## src/rtl/rcfg_pkg.sv

```systemverilog
package rcfg_pkg;
    typedef enum logic [1:0] {
        SEQ_START = 2'd0,
        SEQ_FETCH = 2'd1,
        SEQ_LAST  = 2'd2,
        SEQ_DONE  = 2'd3
    } seq_st_e;
endpackage

```

## src/rtl/rcfg_seq.sv

```systemverilog
module rcfg_seq #(
    parameter int ADDR_W  = 32,
    parameter int N_READS = 32,
    parameter int STRIDE  = 8,
    localparam int IDX_W  = $clog2(N_READS)
) (
    input  logic              clk,
    input  logic              rst_n,
    input  logic              mem_ack,
    output logic              mem_req,
    output logic [ADDR_W-1:0] mem_addr,
    output logic              cap_en,
    output logic [IDX_W-1:0]  cap_idx,
    output logic              done
);
    import rcfg_pkg::*;

    localparam logic [ADDR_W-1:0] STEP     = ADDR_W'(STRIDE);
    localparam logic [IDX_W-1:0]  LAST_IDX = IDX_W'(N_READS - 1);

    typedef struct packed {
        seq_st_e           st;
        logic [IDX_W-1:0]  cnt;
        logic [ADDR_W-1:0] addr;
    } seq_s;

    seq_s q, d;

    always_comb begin
        d      = q;
        cap_en = (q.st == SEQ_FETCH) && mem_ack;
        unique case (q.st)
            SEQ_START: d.st = SEQ_FETCH;
            SEQ_FETCH: begin
                if (mem_ack) begin
                    d.cnt  = q.cnt + 1'b1;
                    d.addr = q.addr + STEP;
                    if (q.cnt == LAST_IDX) d.st = SEQ_LAST;
                end
            end
            SEQ_LAST:  d.st = SEQ_DONE;
            SEQ_DONE:  d.st = SEQ_DONE;
            default:   d.st = SEQ_START;
        endcase
    end

    always_ff @(posedge clk or negedge rst_n) begin
        if (!rst_n) begin
            q.st   <= SEQ_START;
            q.cnt  <= '0;
            q.addr <= '0;
        end else begin
            q <= d;
        end
    end

    assign mem_req  = (q.st == SEQ_FETCH);
    assign mem_addr = q.addr;
    assign cap_idx  = q.cnt;
    assign done     = (q.st == SEQ_DONE);
endmodule

```

## src/rtl/rcfg_store.sv

```systemverilog
module rcfg_store #(
    parameter int N_WORDS    = 8,
    parameter int WORD_BYTES = 4,
    localparam int N_READS   = N_WORDS * WORD_BYTES,
    localparam int IDX_W     = $clog2(N_READS),
    localparam int BSEL_W    = $clog2(WORD_BYTES),
    localparam int WSEL_W    = IDX_W - BSEL_W,
    localparam int WORD_W    = 8 * WORD_BYTES
) (
    input  logic                            clk,
    input  logic                            rst_n,
    input  logic                            cap_en,
    input  logic [IDX_W-1:0]                cap_idx,
    input  logic [7:0]                      lane_in,
    output logic [N_WORDS-1:0][WORD_W-1:0]  words
);
    logic [BSEL_W-1:0] byte_sel;
    logic [WSEL_W-1:0] word_sel;

    assign byte_sel = cap_idx[BSEL_W-1:0];
    assign word_sel = cap_idx[IDX_W-1:BSEL_W];

    for (genvar g = 0; g < N_WORDS; g++) begin : g_word
        logic [WORD_W-1:0] word_d, word_q;

        always_comb begin
            word_d = word_q;
            if (cap_en && (word_sel == WSEL_W'(g))) begin
                // earliest byte of a group lands in the top byte
                word_d[(WORD_BYTES - 1 - int'(byte_sel)) * 8 +: 8] = lane_in;
            end
        end

        always_ff @(posedge clk or negedge rst_n) begin
            if (!rst_n) word_q <= '0;
            else        word_q <= word_d;
        end

        assign words[g] = word_q;
    end
endmodule

```

## src/rtl/rcfg_slave_port.sv

```systemverilog
module rcfg_slave_port #(
    parameter int N_WORDS = 8,
    parameter int WORD_W  = 32,
    localparam int SEL_W  = $clog2(N_WORDS)
) (
    input  logic                            done,
    input  logic [SEL_W-1:0]                idx,
    input  logic [N_WORDS-1:0][WORD_W-1:0]  words,
    output logic [WORD_W-1:0]               word_out,
    output logic                            bad
);
    if (N_WORDS == (1 << SEL_W)) begin : g_full
        assign bad = (idx == '0);
    end else begin : g_part
        assign bad = (idx == '0) || (idx >= SEL_W'(N_WORDS));
    end

    always_comb begin
        word_out = '0;
        if (done && !bad) word_out = words[idx];
    end
endmodule

```

## src/rtl/rcfg_fetch_top.sv

```systemverilog
module rcfg_fetch_top #(
    parameter int ADDR_W     = 32,
    parameter int DATA_W     = 64,
    parameter int N_WORDS    = 8,
    parameter int WORD_BYTES = 4,
    parameter int STRIDE     = 8,
    parameter int PREFIX_BIT = 0,
    parameter logic [ADDR_W-1:0] LOW_BASE  = 32'h0000_0000,
    parameter logic [ADDR_W-1:0] HIGH_BASE = 32'hFFF0_0000,
    parameter logic [ADDR_W-1:0] VEC_OFF   = 32'h0000_0100,
    localparam int N_READS   = N_WORDS * WORD_BYTES,
    localparam int IDX_W     = $clog2(N_READS),
    localparam int WORD_W    = 8 * WORD_BYTES,
    localparam int SEL_W     = $clog2(N_WORDS)
) (
    input  logic              clk,
    input  logic              rst_n,
    output logic              mem_req,
    output logic [ADDR_W-1:0] mem_addr,
    input  logic              mem_ack,
    input  logic [DATA_W-1:0] mem_rdata,
    output logic              done,
    output logic [WORD_W-1:0] master_word,
    output logic [ADDR_W-1:0] reset_addr,
    input  logic [SEL_W-1:0]  slv_idx,
    output logic [WORD_W-1:0] slv_word,
    output logic              slv_bad
);
    logic                           cap_en;
    logic [IDX_W-1:0]               cap_idx;
    logic [N_WORDS-1:0][WORD_W-1:0] words;
    logic                           unused_hi_lanes;

    assign unused_hi_lanes = ^mem_rdata[DATA_W-1:8];

    rcfg_seq #(
        .ADDR_W (ADDR_W),
        .N_READS(N_READS),
        .STRIDE (STRIDE)
    ) u_seq (
        .clk     (clk),
        .rst_n   (rst_n),
        .mem_ack (mem_ack),
        .mem_req (mem_req),
        .mem_addr(mem_addr),
        .cap_en  (cap_en),
        .cap_idx (cap_idx),
        .done    (done)
    );

    rcfg_store #(
        .N_WORDS   (N_WORDS),
        .WORD_BYTES(WORD_BYTES)
    ) u_store (
        .clk    (clk),
        .rst_n  (rst_n),
        .cap_en (cap_en),
        .cap_idx(cap_idx),
        .lane_in(mem_rdata[7:0]),
        .words  (words)
    );

    rcfg_slave_port #(
        .N_WORDS(N_WORDS),
        .WORD_W (WORD_W)
    ) u_port (
        .done    (done),
        .idx     (slv_idx),
        .words   (words),
        .word_out(slv_word),
        .bad     (slv_bad)
    );

    always_comb begin
        master_word = '0;
        reset_addr  = '0;
        if (done) begin
            master_word = words[0];
            reset_addr  = (words[0][PREFIX_BIT] ? HIGH_BASE : LOW_BASE) + VEC_OFF;
        end
    end
endmodule

```

## config.mk

```make
export PLATFORM = sky130hd
export DESIGN_NAME = rcfg_fetch_top
export DESIGN_NICKNAME = d
export VERILOG_FILES = /design/src/rtl/rcfg_pkg.sv /design/src/rtl/rcfg_seq.sv /design/src/rtl/rcfg_store.sv /design/src/rtl/rcfg_slave_port.sv /design/src/rtl/rcfg_fetch_top.sv
export SDC_FILE = /design/constraint.sdc
export NUM_CORES = 1
export LEC_CHECK = 0
export BUFFER_PORTS_ARGS = -buffer_cell sky130_fd_sc_hd__buf_2
export CAP_MARGIN = 20
export CORE_ASPECT_RATIO = 1.2
export CORE_MARGIN = 4
export CORE_UTILIZATION = 55
export DETAILED_ROUTE_END_ITERATION = 10
export PLACE_DENSITY_LB_ADDON = 0.1
export SLEW_MARGIN = 30
export SYNTH_ARGS = -nofsm -noshare
export SYNTH_HDL_FRONTEND = slang
export SYNTH_SLANG_ARGS = --single-unit
```

## constraint.sdc

```tcl
create_clock -name clk -period 3.13 [get_ports clk]
set_input_delay 0 -clock clk [delete_from_list [all_inputs] [get_ports clk]]
set_output_delay 0 -clock clk [all_outputs]
set_load 0.02 [all_outputs]
```

### Yosys cells after proc, flatten, opt, wreduce, memory -nomap -nowiden

Cells that the tools add are included.

| word-level totals | value |
|---|---|
| bits in registers | 295 |
| input port bits | 70 |
| output and inout bits | 131 |
| logic and storage cells | 66 |

| cells by class | value |
|---|---|
| add/sub/neg operators | 5 |
| magnitude comparators | 1 |
| eq/ne operators | 13 |
| shift-type cells | 2 |
| muxes and demuxes | 17 |
| reductions and logical operators | 17 |

Operators by type and width:

| kind | number |
|---|---|
| 32-bit bitwise mux | 8 |
| 32-bit two-way mux | 5 |
| 32-bit binary-select mux with 3-bit select | 1 |
| 39-bit two-way mux | 1 |
| 32-bit negation with 33-bit output | 1 |
| 8-bit by 33-bit variable shift with 32-bit output (first input constant) | 1 |
| 8-bit by 33-bit variable part select with 32-bit output | 1 |
| 32-bit by 4-bit adder with 32-bit output (second input constant) | 1 |
| 32-bit by 9-bit adder with 32-bit output (second input constant) | 1 |
| 3-bit == test (second input constant) | 4 |
| 1-bit logical AND | 10 |
| 3-bit by 2-bit == test with 1-bit output (second input constant) | 2 |
| 3-bit zero test | 2 |
| 2-bit one-hot mux with 3 select lines | 1 |
| 5-bit by 1-bit adder with 5-bit output (second input constant) | 1 |
| 5-bit == test (second input constant) | 1 |
| 2-bit == test (second input constant) | 2 |
| 3-bit by 4-bit < comparator with 1-bit output (second input constant) | 1 |
| 2-bit by 1-bit != test with 1-bit output (second input constant) | 2 |
| 2-bit AND reduction | 2 |
| 3-bit by 1-bit == test with 1-bit output (second input constant) | 1 |
| 2-bit by 2-bit subtractor with 3-bit output (first input constant) | 1 |
| 2-bit by 1-bit == test with 1-bit output (second input constant) | 1 |
| 2-bit zero test | 1 |
| 3 further kinds | 3 |

### Logic depth before layout (Yosys ltp)

Gate-level depths: netlist of run 1.

| depth | value |
|---|---|
| depth after elaboration | 4 |
| gate-level depth with buffers | 7 |
| depth with buffers taken out | 6 |

### Hierarchy

A second synthesis of run 1 with hierarchy kept.

| unflattened totals | value |
|---|---|
| cell total of the unflattened synthesis | 1117 |
| area, all modules | 14916.8 sq um |

Modules (own cells, without submodules):

| module | times used | cells an instance | area each (sq um) | sequential area each (sq um) |
|---|---|---|---|---|
| rcfg_store | 1 | 645 | 10271.1 | 6406.1 |
| rcfg_slave_port | 1 | 229 | 2230.9 | 0.0 |
| rcfg_seq | 1 | 175 | 1915.6 | 900.9 |
| rcfg_fetch_top | 1 | 68 | 499.2 | 0.0 |

### Worst setup path before layout of run 1

OpenSTA, ideal clock, no wires.

| path | value |
|---|---|
| kind | reg-to-reg |
| start | reg u_seq.q, in the netlist u_seq.cap_idx[0] |
| end | reg u_store.g_word[0].word_q[30] |
| library setup time | 0.084 ns |
| arrival time | 1.997 ns |
| required time | 3.046 ns |
| path slack | 1.050 ns |
| stages on the path, launching flop included | 6 |
| path buffers | 0 |
| period minus slack after synthesis | 2.080 ns |
| path through | dfrtp_1 -> inv_1 -> ha_1 -> nor4_1 -> nand2_1 -> o21ai_0 |

| on the way | value |
|---|---|
| word-level cells in the longest chain between the ends | 4 |
| elaborated cells on any way between the ends | 5 |
| those cells by class | 2 x add/sub; 2 x shift; 1 x mux |

Ends and longest elaborated chain:

| item | RTL line | text |
|---|---|---|
| from (decl) | rcfg_seq.sv:27 | `seq_s q, d;` |
| 2-bit by 2-bit subtractor with 3-bit output (*) | rcfg_store.sv:30 | `word_d[(WORD_BYTES - 1 - int'(byte_sel)) * 8 +: 8] = lane_in;` |
| 32-bit negation with 33-bit output (*) | rcfg_store.sv:30 |  |
| 8-bit by 33-bit variable part select with 32-bit output or 8-bit by 33-bit variable shift with 32-bit output (tied branches) | rcfg_store.sv:30 |  |
| 32-bit bitwise mux (*) | rcfg_store.sv:30 |  |
| to (signal assigned) | rcfg_store.sv:36 | `else word_q <= word_d;` |
| to (decl) | rcfg_store.sv:24 | `logic [WORD_W-1:0] word_d, word_q;` |

Mark *: on every way between the ends. The rest lies on a longest branch, timed or not.
A chain may end at the register's enable or synchronous reset.

### Worst setup path in the final report of run 1

| path | value |
|---|---|
| start | reg u_seq.q[37] in the netlist's numbering |
| end | out slv_word[27] |

| on the way | value |
|---|---|
| word-level cells in the longest chain between the ends | 3 |

Ends and longest elaborated chain:

| item | RTL line | text |
|---|---|---|
| 2-bit == test | rcfg_seq.sv:60 | `assign done = (q.st == SEQ_DONE);` |
| 1-bit logical AND | rcfg_slave_port.sv:20 | `if (done && !bad) word_out = words[idx];` |
| 32-bit two-way mux | rcfg_slave_port.sv:20 |  |
| to (decl) | rcfg_fetch_top.sv:26 | `output logic [WORD_W-1:0] slv_word,` |

No other way between the ends.

==> metrics.cfg, run 1 <==
[run_status]
outcome = complete, no violations

[placement]
port_buffers = 122
dp_hpwl_um = 21400
gp_congestion = 0.788
placed_cells = 1629
dp_worst_setup_slack_ns = 0.826

[synth]
ys_seq_area_frac = 0.537
synth_edf_count = 0
synth_cell_type_count = 38
synth_area_leader_cell = dfrtp_1
synth_area_leaders = dfrtp_1, mux4_2, o21ai_0
synthFlopType = dfrtp_1
synth_common_cells = nand2_1, dfrtp_1, o21ai_0
synth_most_common_cell = nand2_1
yosys.area.top_type_share = 0.537
ys_async_sr_fraction = 1.00
ys_seq_elements = 292
synth_area_per_cell_um2 = 10.7
syn_inst = 1271
yosysWarnings = 0
synth_area_mm2 = 0.0136

[floorplanning]
fp-row-count = 62
start_util = 0.564
die-width_um = 152
die_y_um = 180
pin_count = 201
die_area_mm2 = 0.0273
core_mm2 = 0.0241

[timing]
slew_headroom = 0.339
tightest_slew_ns = 0.991
tns_ns = 0
finalHoldViolCount = 0
rsz0062_at_grt = false
skew_ns = 0.00810
max_freq_mhz = 421
final_max_slew_viol_count = 0
setup_ws_ns = 0.757
fin_crit_ns = 2.37
fin_crit_sh = 0.758
setup_viol = 0

[detailed_routing]
wl_met2_um = 16300
wire_per_inst_um = 19.3
drcViolationCount = 0
met3_length_um = 1720
highest_layer = met4
via_per_inst = 5.59
drt-met1-wl_um = 14000
firstDrtPassIters = 7
drt_wl_total_um = 32600
drt_iter0_drc = 605
postRouteAntennaNets = 0
via_count = 9437

[flow_run]
maxCapViolations = 0

[critical_path]
cp_data_required_time_ns = 3.13
cp_top_family = buffers and inverters
ff2ff_setup_slack_ns = 0.77
worstPathCellList = buf_4, and2_1, nand2b_1, buf_4, nor2_1, buf_2
start_kind = flop
end_kind = primary output
cp.arrival_ns = 2.37
path_max_fanout = 32
r2r_cells = 4
critPathBufInv = 3
crit_path_max_incr_delay_ns = 0.48
crit_type = flop to primary output
r2r-end = u_store.g_word[3].word_q[29]
crit_top_cell = buf_4
cpMaxStageDelayCell = dfrtp_1
rr_startpoint = u_seq.q[37]

[layout]
nets = 1428
area_growth_pct = 12.1
antenna_cells = 0
drive_gt1_frac = 0.208
instances_no_fill = 1688
fin_util = 0.632

[clock_network]
cts_tree = done
cts_htree_levels = 1
clkSinkCount = 292
cts-root-buf = clkbuf_16
cts_setup_buffers = 0
clock_latency_ns = 0.54
numCtsBuffers = 30
clock_path_buffers = 3
post_cts_resize_count = 0
clk_pin_slew_ns = 0.06

[grt]
gr-usage-all-layers = 0.247
grt_pass1_vias = 9709
grt_max_degree = 100
grt.overflow.total = 0
grt_pass1_wl_um = 53400
antenna_found_initial = 1

[power_and_ir_drop]
max-vdd-ir-drop_uv = 496
finalPower_w = 0.0116
leakage_nw = 7.22
p_per_area_mw_per_mm2 = 759

[hold_path]
hp-class = primary input to async pin

[stage by stage]
step | hold WS (ns) | area, um2
floorplan | -0.296 | 13700
global placement | 0.0370 | 14200
detailed placement | 0.0399 | 14200
CTS | 0.0610 | 15200
global route | 0.0858 | 15200
finish | 0.0326 | 15200
[routing by layer]
| layer | vias to the layer above | track usage |
|---|---|---|
| met5 | - | 0 |
| met1 | 4669 | 0.348 |
| met3 | 53 | 0.0370 |
| met4 | 0 | 0.0579 |
| li1 | 4464 | - |
| met2 | 251 | 0.408 |
[power breakdown]
group	internal [W]	switching, W	leakage (nW)
registers	0.00464	0.000574	4.01
logic	0.00110	0.00178	2.73
clock network	0.00205	0.00142	0.480
[how the worst max path moves through the flow]
stage | start | end | slack, ns | cells after the start
finish | u_seq.q[37] | slv_word[27] | 0.76 | 6
global route | u_seq.q[38] | u_store.g_word[3].word_q[29] | 0.56 | 4
CTS | u_seq.q[37] | slv_word[8] | 0.75 | 6
detailed placement | u_seq.q[37] | u_store.g_word[3].word_q[29] | 0.83 | 4
global placement | u_seq.q[38] | u_store.g_word[1].word_q[29] | 0.87 | 5
floorplan | u_seq.cap_idx[0] | u_store.g_word[0].word_q[30] | 1.05 | 5
[placed cells by master, fill, tap and decap left out, types with 2 or more instances in the layout]
cell           instances
clkbuf_16             31
xor2_1                11
inv_1                  3
dlygate4sd3_1         10
nand4_1                6
buf_12                 4
clkinv_2               6
clkbuf_8               8
nand4_4                2
ha_1                   7
nor3_1                 6
dfrtp_1              292
nor2b_1                2
clkbuf_1               2
mux2_2                18
o21ai_0              241
mux2i_1               32
nor2_2                 3
nand2b_1               3
nor2_1                41
and2_1                 4
xnor2_1               19
nand2_1              309
conb_1                22
nand3_1               27
mux4_2                64
buf_4                 19
buf_2                120
and3_1                41
[kinds of logic after synthesis]
kind of cell	count (synthesis)	synth area share
and+or+nand+nor	454	0.147
DFF	292	0.537
AOI/OAI and AO/OA	242	0.0893
buffers and inverters	130	0.0550
muxes	114	0.144
xor gates and xnor gates	31	0.0205
adders and majority gates	7	0.00644
other	1	0.000276
[registers in the layout (all words and copies together) (netlist names)]
register and count:
u_seq.cap_idx 5, u_seq.mem_addr 29, u_store.g_word.word_q 256, u_seq.q 2
[final cells by class]
class | count | area, um2
Inverter | 3 | 11.3
Clock inverter | 8 | 67.6
Clock buffer | 41 | 893
Tap cell | 320 | 400
Multi-Input combinational cell | 870 | 5620
Fill cell | 2038 | 8880
Sequential cell | 292 | 7310
Timing Repair Buffer | 154 | 938
[what timing repair did]
item	in CTS	in global routing
endpoints found under the hold margin	173	0
setup endpoints to repair	0	0
hold buffers	10	0
[worst register-to-register path, delay by kind of cell (launching register included)]
kind,cells,cell delay [ns]
multiplexers,1,0.45
AND/OR/NAND/NOR,3,1.31
flip-flops,1,0.48
No activity file was read; power rests on OpenSTA's default activity.
==> run 2: changes to the inputs <==
Settings changed: CORE_UTILIZATION 55 to 52.
Clock period 3.13 ns to 2 ns, I/O delays scaled along.
==> metrics.cfg, run 2 (same netlist as run 1, synthesis figures left out) <==
[detailed_routing]
via_per_inst = 5.55
drt_iter0_drc = 621
postRouteAntennaNets = 0
drt_wl_total_um = 34800
wire_per_inst_um = 19.7
via_count = 9801
drcViolationCount = 0
firstDrtPassIters = 5

[layout]
area_growth_pct = 17.0
top_register = u_store.g_word.word_q
layout_commonest_cell = nand2_1
multiInputGateArea_mm2 = 0.00567
seq_area_mm2 = 0.00731
antenna_cells = 0
nets = 1491
final_cell_mix = nand2_1, dfrtp_1, o21ai_0
fin_util = 0.621
drive_gt1_frac = 0.253
largest_register_ffs = 256
num-fill-cells = 2181

[critical_path]
crit_start = u_seq.q[38]
crit_path_max_incr_delay_ns = 0.58
start_kind = flop
cp_data_required_time_ns = 2.47
worstPathCellList = buf_6, and3b_2, nand4_4, or4_4, nor2_4, xor2_2
cp.arrival_ns = 2.43
crit_type = flop to flop
cpMaxStageDelayCell = or4_4
r2r-end = u_seq.mem_addr[26]
r2r_cells = 6
cp-endpoint = u_seq.mem_addr[26]
path_max_fanout = 5
end_kind = flop
rr_startpoint = u_seq.q[38]
ff2ff_setup_slack_ns = 0.04

[floorplanning]
pin_count = 201
start_util = 0.531
die_area_mm2 = 0.0288
fp-row-count = 64
die_y_um = 185
die-width_um = 156
core_mm2 = 0.0256

[grt]
grt_pass1_wl_um = 55400
grt_max_degree = 81
grt.overflow.total = 0
antenna_found_initial = 0
gr-usage-all-layers = 0.245
met2_usage = 0.412
busiest_layer = met2
gr-usage-met1 = 0.340
use_met3 = 0.0308
grt_pass1_vias = 9939

[clock_network]
numCtsBuffers = 29
cts_tree = done
clkSinkCount = 292
clock_latency_ns = 0.55
clk_pin_slew_ns = 0.07
cts-root-buf = clkbuf_16
clock_path_buffers = 3
cts_htree_levels = 1

[timing]
rsz0062_at_grt = true
tns_ns = 0
slew_headroom = 0.664
finalHoldViolCount = 0
fin_crit_sh = 0.981
max_freq_mhz = 510
tightest_slew_ns = 0.503
skew_ns = 0.0211
setup_viol = 0
holdWs_ns = 0.00857
final_max_slew_viol_count = 0
setup_ws_ns = 0.0378
fin_crit_ns = 1.96

[hold_path]
hp-start = mem_rdata[6]
hp-class = primary input to flop

[power_and_ir_drop]
max-vdd-ir-drop_uv = 872
leakage_nw = 7.54
p_per_area_mw_per_mm2 = 1190
finalPower_w = 0.0189

[run_status]
outcome = complete, no violations

[placement]
dp_worst_setup_slack_ns = 0.154
gp_congestion = 0.822
port_buffers = 122
dp_hpwl_um = 23100

[flow_run]
maxCapViolations = 0

-- run 2: what timing repair did --
action	in CTS	in global routing
endpoints found under the setup margin	32	209
setup buffers	1	5
cloned	1	0
pin swaps	1	3
endpoints found under the hold margin	352	0
hold buffers	10	0
resized for setup	9	30
-- run 2: worst min-delay path by stage --
stage,to,depth (start not counted)
after floorplan,u_seq.cap_idx[0],0
after global placement,u_store.g_word[1].word_q[5],1
after detailed placement,u_store.g_word[4].word_q[5],1
after CTS,u_store.g_word[0].word_q[22],3
after global routing,u_store.g_word[3].word_q[22],3
final,u_store.g_word[7].word_q[22],3
-- run 2: power by group --
part / total, W / leakage (nW) / switching (W) / internal [W]
combinational: 0.00519 / 3.05 / 0.00305 / 0.00214
sequential: 0.00808 / 4.01 / 0.000821 / 0.00726
clock: 0.00561 / 0.482 / 0.00230 / 0.00331
-- run 2: layout make-up --
class                           count  area share
Sequential cell                   292       0.459
Tap cell                          330      0.0260
Clock inverter                     10     0.00826
Clock buffer                       43      0.0533
Timing Repair Buffer              218      0.0958
Inverter                            3    0.000708
Multi-Input combinational cell    870       0.356
-- run 2: per-layer routing --
layer	part of all wire	wire length, um
met4	0.027	930
met5	0	0
met3	0.054	1890
met2	0.50	17400
met1	0.42	14600
-- run 2: per-stage QoR --
step | instances | cell area, um2
after global placement | 1696 | 14700
final | 1766 | 15900
after CTS | 1761 | 15800
after global routing | 1766 | 15900
after floorplan | 1292 | 13700
after detailed placement | 1696 | 14700
-- run 2: critical path: cells and delay by family (launching register included) --
family / cells / cell delay (ns)
DFF: 1 / 0.42
buffers and inverters: 1 / 0.14
and+or+nand+nor: 4 / 1.19
xor gates and xnor gates: 1 / 0.13
==> run 3: changes to the inputs <==
Settings changed: PLACE_DENSITY set to 0.87, PLACE_DENSITY_LB_ADDON 0.1 to unset.
==> metrics.cfg, run 3 (same netlist as run 1, synthesis figures left out) <==
[critical_path]
crit_type = flop to flop
crit_path_max_incr_delay_ns = 0.40
worstPathCellList = nor2b_1, buf_4, and2_1, buf_4, nand3_1, nand2_1, o21ai_0
critPathBufInv = 2
crit_top_cell = buf_4
path_max_fanout = 8
ff2ff_setup_slack_ns = -0.008
start_kind = flop
cpMaxStageDelayCell = dfrtp_1
end_kind = flop
cp.arrival_ns = 2.40
cp_data_required_time_ns = 2.40
cp_top_family = simple AND/OR/NAND/NOR gates

[floorplanning]
pin_count = 201
fp-row-count = 64
core_mm2 = 0.0256
die_area_mm2 = 0.0288
die-width_um = 156
start_util = 0.531
die_y_um = 185

[timing]
fin_crit_ns = 2.01
holdWs_ns = 0.101
slew_headroom = 0.508
fin_crit_sh = 1.00
max_freq_mhz = 498
rsz0062_at_grt = true
final_max_slew_viol_count = 0
finalHoldViolCount = 0
setup_viol = 1
tightest_slew_ns = 0.738
setup_ws_ns = -0.00832
skew_ns = 0.00960

[layout]
layout_commonest_cell = nand2_1
largest_register_ffs = 256
top_register = u_store.g_word.word_q
num-fill-cells = 1869
area_growth_pct = 16.8
fin_area_mm2 = 0.0159
drive_gt1_frac = 0.255
final_cell_mix = nand2_1, dfrtp_1, o21ai_0
fin_util = 0.620
nets = 1486
antenna_cells = 0

[detailed_routing]
via_count = 10500
wire_per_inst_um = 20.3
firstDrtPassIters = 5
via_per_inst = 5.97
postRouteAntennaNets = 0
drcViolationCount = 0
drt_iter0_drc = 1104
drt_wl_total_um = 35800

[grt]
grt_pass1_vias = 10700
grt_pass1_wl_um = 56400
grt_max_degree = 90
gr-usage-all-layers = 0.243
grt.overflow.total = 0
antenna_found_initial = 0

[clock_network]
clkSinkCount = 292
cts_tree = done
cts-root-buf = clkbuf_16
clock_path_buffers = 3
clock_latency_ns = 0.54
numCtsBuffers = 29
clk_pin_slew_ns = 0.06
cts_htree_levels = 1

[power_and_ir_drop]
leakage_nw = 7.51
max-vdd-ir-drop_uv = 820
netSwitchingFraction = 0.337
switchingPower_w = 0.00646
internal_power_w = 0.0127
seq_power_share = 0.429
p_clk_frac = 0.300
comb_power_share = 0.271
p_per_area_mw_per_mm2 = 1210

[placement]
port_buffers = 122
dp_hpwl_um = 23600
gp_congestion = 0.899
place_area_mm2 = 0.0147

[flow_run]
maxCapViolations = 0

[run_status]
outcome = finished with violations
violations = setup timing

[hold_path]
hp-class = primary input to async pin

[run 3: area by class of cell]
cell class | instances | area (um2) | area share
Clock buffer | 39 | 823 | 0.0518
Clock inverter | 14 | 181 | 0.0114
Inverter | 3 | 11.3 | 0.000709
Multi-Input combinational cell | 870 | 5690 | 0.358
Sequential cell | 292 | 7310 | 0.460
Tap cell | 330 | 413 | 0.0260
Timing Repair Buffer | 213 | 1450 | 0.0915
[run 3: per-layer routing]
layer / GRT usage / part of all wire / wire length [um]
met1: 0.313 / 0.39 / 13900
met5: 0 / 0 / 0
met2: 0.415 / 0.50 / 17800
met4: 0.102 / 0.048 / 1710
met3: 0.0360 / 0.065 / 2340
[run 3: worst paths after layout]
kind                                                   start                            to  cells after the start
worst max register to register                   u_seq.q[37]   u_store.g_word[7].word_q[3]                      7
worst max-delay path                             u_seq.q[37]   u_store.g_word[7].word_q[3]                      7
max in group asynchronous                              rst_n  u_store.g_word[2].word_q[22]                      3
min in group clk                                     mem_ack                   u_seq.q[38]                      3
worst min-delay path                                   rst_n  u_store.g_word[2].word_q[31]                      2
worst min register to register  u_store.g_word[5].word_q[11]  u_store.g_word[5].word_q[11]                      2
[run 3: what timing repair did]
action	CTS	global route
buffers inserted	1	3
pin swaps	0	0
setup endpoints to repair	19	135
resized for setup	3	48
hold endpoints to repair	273	0
hold buffers	10	0
[run 3: stage by stage]
stage	setup TNS, ns	total power [W]	worst slack, ns	cells
detailed placement	0	0.0131	0.0427	1694
floorplan	0	0.0113	0.0412	1292
CTS	0	0.0189	0.0259	1758
global placement	0	0.0128	0.143	1694
finish	-0.00832	0.0191	-0.00832	1761
global route	-0.199	0.0200	-0.0402	1761
[run 3: power groups by stage]
| stage | Sequential, W | Clock (W) | Combinational [W] |
|---|---|---|---|
| global route | 0.00834 | 0.00601 | 0.00567 |
| CTS | 0.00816 | 0.00577 | 0.00498 |
| finish | 0.00822 | 0.00574 | 0.00519 |
| floorplan | 0.00795 | 0 | 0.00338 |
| global placement | 0.00811 | 0 | 0.00465 |
| detailed placement | 0.00825 | 0 | 0.00487 |
